$ cat config.mk
export PLATFORM = sky130hd
export DESIGN_NAME = sched_circuit_switch
export DESIGN_NICKNAME = d
export VERILOG_FILES = /design/src/rtl/csw_pkg.sv /design/src/rtl/csw_slot_seq.sv /design/src/rtl/csw_route_map.sv /design/src/rtl/csw_xbar_stage.sv /design/src/rtl/sched_circuit_switch.sv
export SDC_FILE = /design/constraint.sdc
export NUM_CORES = 1
export LEC_CHECK = 0
export BUFFER_PORTS_ARGS = -buffer_cell sky130_fd_sc_hd__buf_2
export CORE_AREA = 5 5 140 142
export CTS_BUF_LIST = sky130_fd_sc_hd__clkbuf_16
export CTS_CLUSTER_DIAMETER = 120
export DETAILED_ROUTE_END_ITERATION = 10
export DIE_AREA = 0 0 145 147
export HOLD_SLACK_MARGIN = 0.1
export PLACE_DENSITY = 0.8
export SYNTH_ARGS = -nofsm -noshare
export SYNTH_HDL_FRONTEND = slang
export SYNTH_SLANG_ARGS = --single-unit
$ cat constraint.sdc
create_clock -name clk -period 4.3 [get_ports clk]
set_input_delay 0.43 -clock clk [delete_from_list [all_inputs] [get_ports clk]]
set_output_delay 0.43 -clock clk [all_outputs]
set_load 0.02 [all_outputs]
$ cat src/rtl/csw_pkg.sv
package csw_pkg;

    // Source input feeding output o while slot s is active on an n-port switch
    function automatic int src_port(int o, int s, int n);
        return (o >= s) ? (o - s) : (o + n - s);
    endfunction

endpackage

$ cat src/rtl/csw_slot_seq.sv
module csw_slot_seq #(
    parameter int NUM_PORTS    = 8,
    parameter int GUARD_CYCLES = 2,
    localparam int SLOT_W      = $clog2(NUM_PORTS),
    localparam int GCNT_W      = $clog2(GUARD_CYCLES + 1)
) (
    input  logic              clk,
    input  logic              rst,
    input  logic              slot_start,
    output logic [SLOT_W-1:0] slot_idx,
    output logic              started,
    output logic              fwd_en
);

    typedef struct packed {
        logic              started;
        logic [SLOT_W-1:0] slot;
        logic [GCNT_W-1:0] guard;
    } seq_t;

    seq_t seq_d, seq_q;

    always_comb begin
        seq_d = seq_q;
        if (slot_start) begin
            seq_d.started = 1'b1;
            seq_d.guard   = GCNT_W'(GUARD_CYCLES);
            if (!seq_q.started || seq_q.slot == SLOT_W'(NUM_PORTS - 1))
                seq_d.slot = SLOT_W'(1);
            else
                seq_d.slot = seq_q.slot + SLOT_W'(1);
        end else if (seq_q.guard != '0) begin
            seq_d.guard = seq_q.guard - GCNT_W'(1);
        end
    end

    always_ff @(posedge clk) begin
        if (rst) begin
            seq_q.started <= 1'b0;
            seq_q.slot    <= SLOT_W'(1);
            seq_q.guard   <= '0;
        end else begin
            seq_q <= seq_d;
        end
    end

    assign slot_idx = seq_q.slot;
    assign started  = seq_q.started;
    assign fwd_en   = seq_q.started && (seq_q.guard == '0) && !slot_start;

endmodule

$ cat src/rtl/csw_route_map.sv
module csw_route_map #(
    parameter int NUM_PORTS = 8,
    localparam int IDX_W    = $clog2(NUM_PORTS)
) (
    input  logic [IDX_W-1:0]           slot_idx,
    output logic [NUM_PORTS*IDX_W-1:0] src_flat
);

    for (genvar o = 0; o < NUM_PORTS; o++) begin : g_out
        assign src_flat[o*IDX_W +: IDX_W] =
            IDX_W'(csw_pkg::src_port(o, int'(slot_idx), NUM_PORTS));
    end

endmodule

$ cat src/rtl/csw_xbar_stage.sv
module csw_xbar_stage #(
    parameter int NUM_PORTS = 8,
    parameter int CELL_W    = 16,
    localparam int IDX_W    = $clog2(NUM_PORTS),
    localparam int BUS_W    = NUM_PORTS * CELL_W
) (
    input  logic                       clk,
    input  logic                       rst,
    input  logic                       fwd_en,
    input  logic [BUS_W-1:0]           in_data,
    input  logic [NUM_PORTS-1:0]       in_valid,
    input  logic [NUM_PORTS*IDX_W-1:0] src_flat,
    output logic [BUS_W-1:0]           out_data,
    output logic [NUM_PORTS-1:0]       out_valid
);

    typedef struct packed {
        logic [BUS_W-1:0]     data;
        logic [NUM_PORTS-1:0] valid;
    } xout_t;

    xout_t xout_d, xout_q;

    always_comb begin
        xout_d = '0;
        for (int o = 0; o < NUM_PORTS; o++) begin
            int sp;
            sp = int'(src_flat[o*IDX_W +: IDX_W]);
            if (fwd_en) begin
                xout_d.valid[o]                = in_valid[sp];
                xout_d.data[o*CELL_W +: CELL_W] = in_data[sp*CELL_W +: CELL_W];
            end
        end
    end

    always_ff @(posedge clk) begin
        if (rst) xout_q <= '0;
        else     xout_q <= xout_d;
    end

    assign out_data  = xout_q.data;
    assign out_valid = xout_q.valid;

endmodule

$ cat src/rtl/sched_circuit_switch.sv
module sched_circuit_switch #(
    parameter int NUM_PORTS    = 8,
    parameter int CELL_W       = 16,
    parameter int GUARD_CYCLES = 2,
    localparam int IDX_W       = $clog2(NUM_PORTS)
) (
    input  logic                        clk,
    input  logic                        rst,
    input  logic                        slot_start,
    input  logic [NUM_PORTS*CELL_W-1:0] in_data,
    input  logic [NUM_PORTS-1:0]        in_valid,
    output logic [NUM_PORTS*CELL_W-1:0] out_data,
    output logic [NUM_PORTS-1:0]        out_valid
);

    logic [IDX_W-1:0]           slot_idx;
    logic                       started;
    logic                       fwd_en;
    logic [NUM_PORTS*IDX_W-1:0] src_flat;

    csw_slot_seq #(
        .NUM_PORTS   (NUM_PORTS),
        .GUARD_CYCLES(GUARD_CYCLES)
    ) u_seq (
        .clk       (clk),
        .rst       (rst),
        .slot_start(slot_start),
        .slot_idx  (slot_idx),
        .started   (started),
        .fwd_en    (fwd_en)
    );

    csw_route_map #(
        .NUM_PORTS(NUM_PORTS)
    ) u_map (
        .slot_idx(slot_idx),
        .src_flat(src_flat)
    );

    csw_xbar_stage #(
        .NUM_PORTS(NUM_PORTS),
        .CELL_W   (CELL_W)
    ) u_xbar (
        .clk      (clk),
        .rst      (rst),
        .fwd_en   (fwd_en),
        .in_data  (in_data),
        .in_valid (in_valid),
        .src_flat (src_flat),
        .out_data (out_data),
        .out_valid(out_valid)
    );

endmodule

==> summary by stage <==
Routing
The number of violations reported at the end of detailed-routing iteration 0 is 1374. The total wirelength of the detailed-routed design is 32700 µm. The count of nets left with antenna violations after detail routing is 0. The detailed router placed 9694 vias in this run. The wire length per cell is 22.1 µm. In the routed layout, each cell is associated on average with a via count of 6.55. The first detailed-routing pass took 8 iterations.

After detailed routing, the number of remaining DRC violations is 0.

STA
Final hold analysis gives a worst-case slack of 278 ps. Setup violations remaining at the end of the flow were counted as 0. The final-layout setup total negative slack is 0 ps. The measured slew at the worst slew-check pin is 1150 ps.

Setup repair after global routing left no endpoint under its margin. Measured against its own limit, the worst slew margin works out to 23.0%. The final critical-path share of the clock period is 70.0%. The number of hold-slack violations in the final timing report is 0. The clock arrives with 7.91 ps of skew.

The number of max-slew violations in the final report came to 0. The final critical-path required period is 3010 ps. Based on the critical path, the design can be clocked at up to 332 MHz.

Logic synthesis
For this run, asynchronously set or reset flops after synthesis account for 0%. Sequential cells were found to cover 29.2% of the synthesized design area. For this run, the number of Yosys warnings is 0.

The number of different library cells in the post-synthesis netlist is 33. After synthesis, the most frequently instantiated cells are sky130_fd_sc_hd__dfxtp_1, sky130_fd_sc_hd__nand2_1, sky130_fd_sc_hd__a21oi_1, sky130_fd_sc_hd__o22ai_1. The most numerous cell in the Yosys netlist is sky130_fd_sc_hd__dfxtp_1. The number of cells produced by synthesis is 1040. The mean area per synthesized cell is 9.36 µm².

The cell taking the most area after synthesis is sky130_fd_sc_hd__dfxtp_1. The main flop type after synthesis is sky130_fd_sc_hd__dfxtp_1. The number of nets in the synthesized netlist is 1183. The cell area after synthesis is 9730 µm². The number of enable-type register cells in the synthesized netlist is 0. In this run the biggest area consumer among cell types represents 29.2% of the synthesized area.

The synthesized design contains 142 register bits. Yosys attributes the largest share of cell area to sky130_fd_sc_hd__dfxtp_1, sky130_fd_sc_hd__mux4_2, sky130_fd_sc_hd__mux2_2.

Floorplanning
From bottom edge to top edge, the die measures 147 µm. The effective utilization at floorplan is 53.1%. The die covers 21300 µm². The floorplan has 50 rows. The total area inside the core boundary comes to 18300 µm². The width of the die is 145 µm.

275 I/O pins were placed.

Clocking
The total clock sinks is 142. The number of gates resized after CTS is 0. The maximum level of the CTS H-tree is 4. The clock reaches the later pin of the worst-skew pair after 420 ps. The clock transition at the register clock pins on the worst setup and hold paths after CTS is 60 ps. The buffer cell driving the clock tree root is sky130_fd_sc_hd__clkbuf_16.

Buffers inserted to repair hold after CTS numbered 0. The clock tree from TritonCTS is yes. The number of buffers inserted to repair setup after CTS is 0. The number of CTS-inserted buffers is 17. The maximum root-to-sink buffer count is 2.

Hold path
For hold timing, the worst endpoint is u_seq.slot_idx[2]. The worst min-delay path class is primary input to flip-flop. The startpoint of the tightest hold check path is rst. The worst hold path was traced through 2 stages.

Global routing
The overall global routing resource usage is 29.2%. The pin count of the biggest net entering global routing is 241. The number of antenna violations at the first check in global routing is 7.

The first-pass GRT wire length is 50200 µm. For this run the aggregate overflow at the end of global routing stands at 0. The number of global-route vias before repair is 8814.

Worst setup path
The start of the worst register-to-register path is u_seq.slot_idx[0]. The setup path with the least slack is of type flip-flop to flip-flop. The endpoint arrival time on the critical path is 3260 ps.

The slowest cell on the critical path is sky130_fd_sc_hd__ha_4. In this design, the stage delay of the slowest critical-path cell is 960 ps. STA classifies the critical path startpoint as a flip-flop. The worst path required time is 4550 ps.

The worst register-to-register path has a depth of 5. The worst path buffer plus inverter count is 1. The setup check on the worst reg-to-reg path leaves a slack of 1290 ps. In this run the critical register-to-register path is captured at u_xbar.out_data[1]. Of all nets on the critical path, the largest fanout is 69. STA classifies the critical path endpoint as a flip-flop.

The critical path goes through inv_1 > ha_4 > mux4_2 > nand2_1 > a21oi_1. In this design, the largest share of critical-path delay is due to adder cells.

Place
Port buffering added 274 buffers. Once detailed placement completed, the half-perimeter wirelength came to 22500 µm. The routability-driven placement congestion ratio is 0.907.

Job
Across the run, the number of max-cap violations was 0.

Status
The flow ran to the end, and the final reports show no timing, DRC or antenna violations.

Final layout
After the last flow step, the layout net total stands at 1371. The area added between synthesis and finish is 16.7%. The ratio of cells with drive above 1 in the final layout is 37.8%.

Pwr
The worst IR drop on VDD is 0.000315 V. The power density of the placed cells is 319 nW/µm². The analysis attributes to cell leakage a power of 4.82 nW.
## metrics by stage
| step | total power, mW | area, µm² | std cells | setup slack, ps | utilization, % |
|---|---|---|---|---|---|
| floorplan | 1.99 | 9730 | 1040 | 1940 | - |
| global placement | 2.19 | 10800 | 1443 | 1340 | 58.8 |
| detailed placement | 2.21 | 10800 | 1443 | 1280 | 58.8 |
| CTS | 3.62 | 11300 | 1474 | 1280 | 61.9 |
| global route | 3.76 | 11400 | 1480 | 1030 | 61.9 |
| finish | 3.62 | 11400 | 1480 | 1290 | 61.9 |
## worst max-delay path by stage
stage | startpoint | slack, ps | endpoint | cells after the start
2_1_floorplan | u_seq.slot_idx[0] | 1940 | u_xbar.out_data[13] | 11
3_3_place_gp | u_seq.slot_idx[0] | 1340 | u_xbar.out_data[64] | 5
3_5_place_dp | u_seq.slot_idx[0] | 1280 | u_xbar.out_data[64] | 5
4_1_cts | u_seq.slot_idx[0] | 1280 | u_xbar.out_data[1] | 5
5_1_grt | u_seq.slot_idx[0] | 1030 | u_xbar.out_data[1] | 5
6_report | u_seq.slot_idx[0] | 1290 | u_xbar.out_data[1] | 5
## power breakdown
part	switching (mW)	internal [mW]	leakage, nW
logic	0.465	0.366	3.40
registers	0.0263	1.35	1.15
clock network	0.576	0.838	0.269
## placed cells by master, fill, tap and decap left out, drive strengths merged
cell type  instances
nor2b              1
o221a             34
inv               38
a21oi            105
nand2b             4
or2                1
nor3              69
bufinv             2
mux2i             34
diode              6
clkinv             7
nor3b             34
o22ai            102
a311oi            34
mux4              68
nand2            137
clkbuf            17
and3b              1
o21bai             1
ha                 4
dfxtp            142
xnor2              2
nor2              38
buf              287
mux2              68
xor2               2
nand3b             1
clkinvlp           3
and3               1
nand3              2
and2               1
## cell type report
cell class              instances  area, µm²
fillers                      1554       6980
multi-input cells             744       6020
flip-flops and latches        142       2850
repair buffers                287       1480
clock buffers                  17        425
well taps                     234        293
inverters                      36        135
clock inverters                14        128
diodes                          6       15.0
## logic make-up (layout without fill, tap and decap cells)
| logic type | count (synthesis) | in the layout | share of synthesized area (%) |
|---|---|---|---|
| AOI/OAI and AO/OA | 276 | 276 | 19.0 |
| xor gates and xnor gates | 4 | 4 | 0.669 |
| adders and majority gates | 4 | 4 | 0.514 |
| buffers and inverters | 154 | 354 | 9.50 |
| DFF | 142 | 142 | 29.2 |
| muxes | 170 | 170 | 27.1 |
| other | 0 | 6 | 0 |
| and+or+nand+nor | 290 | 290 | 14.0 |
## state kept, by name (all words and copies together) (netlist names)
name	count
u_xbar.out_data	128
u_xbar.out_valid	8
u_seq.slot_idx	3
u_seq.seq_q	2
u_seq.started	1
## routing by layer
metal / GRT usage, % / up-vias / share of wire [%]
li1: - / 4330 / -
met1: 42.3 / 4585 / 41
met2: 40.2 / 677 / 42
met3: 9.13 / 100 / 13
met4: 12.2 / 2 / 3.5
met5: 0 / - / 0.021
No activity file was read; power rests on OpenSTA's default activity.
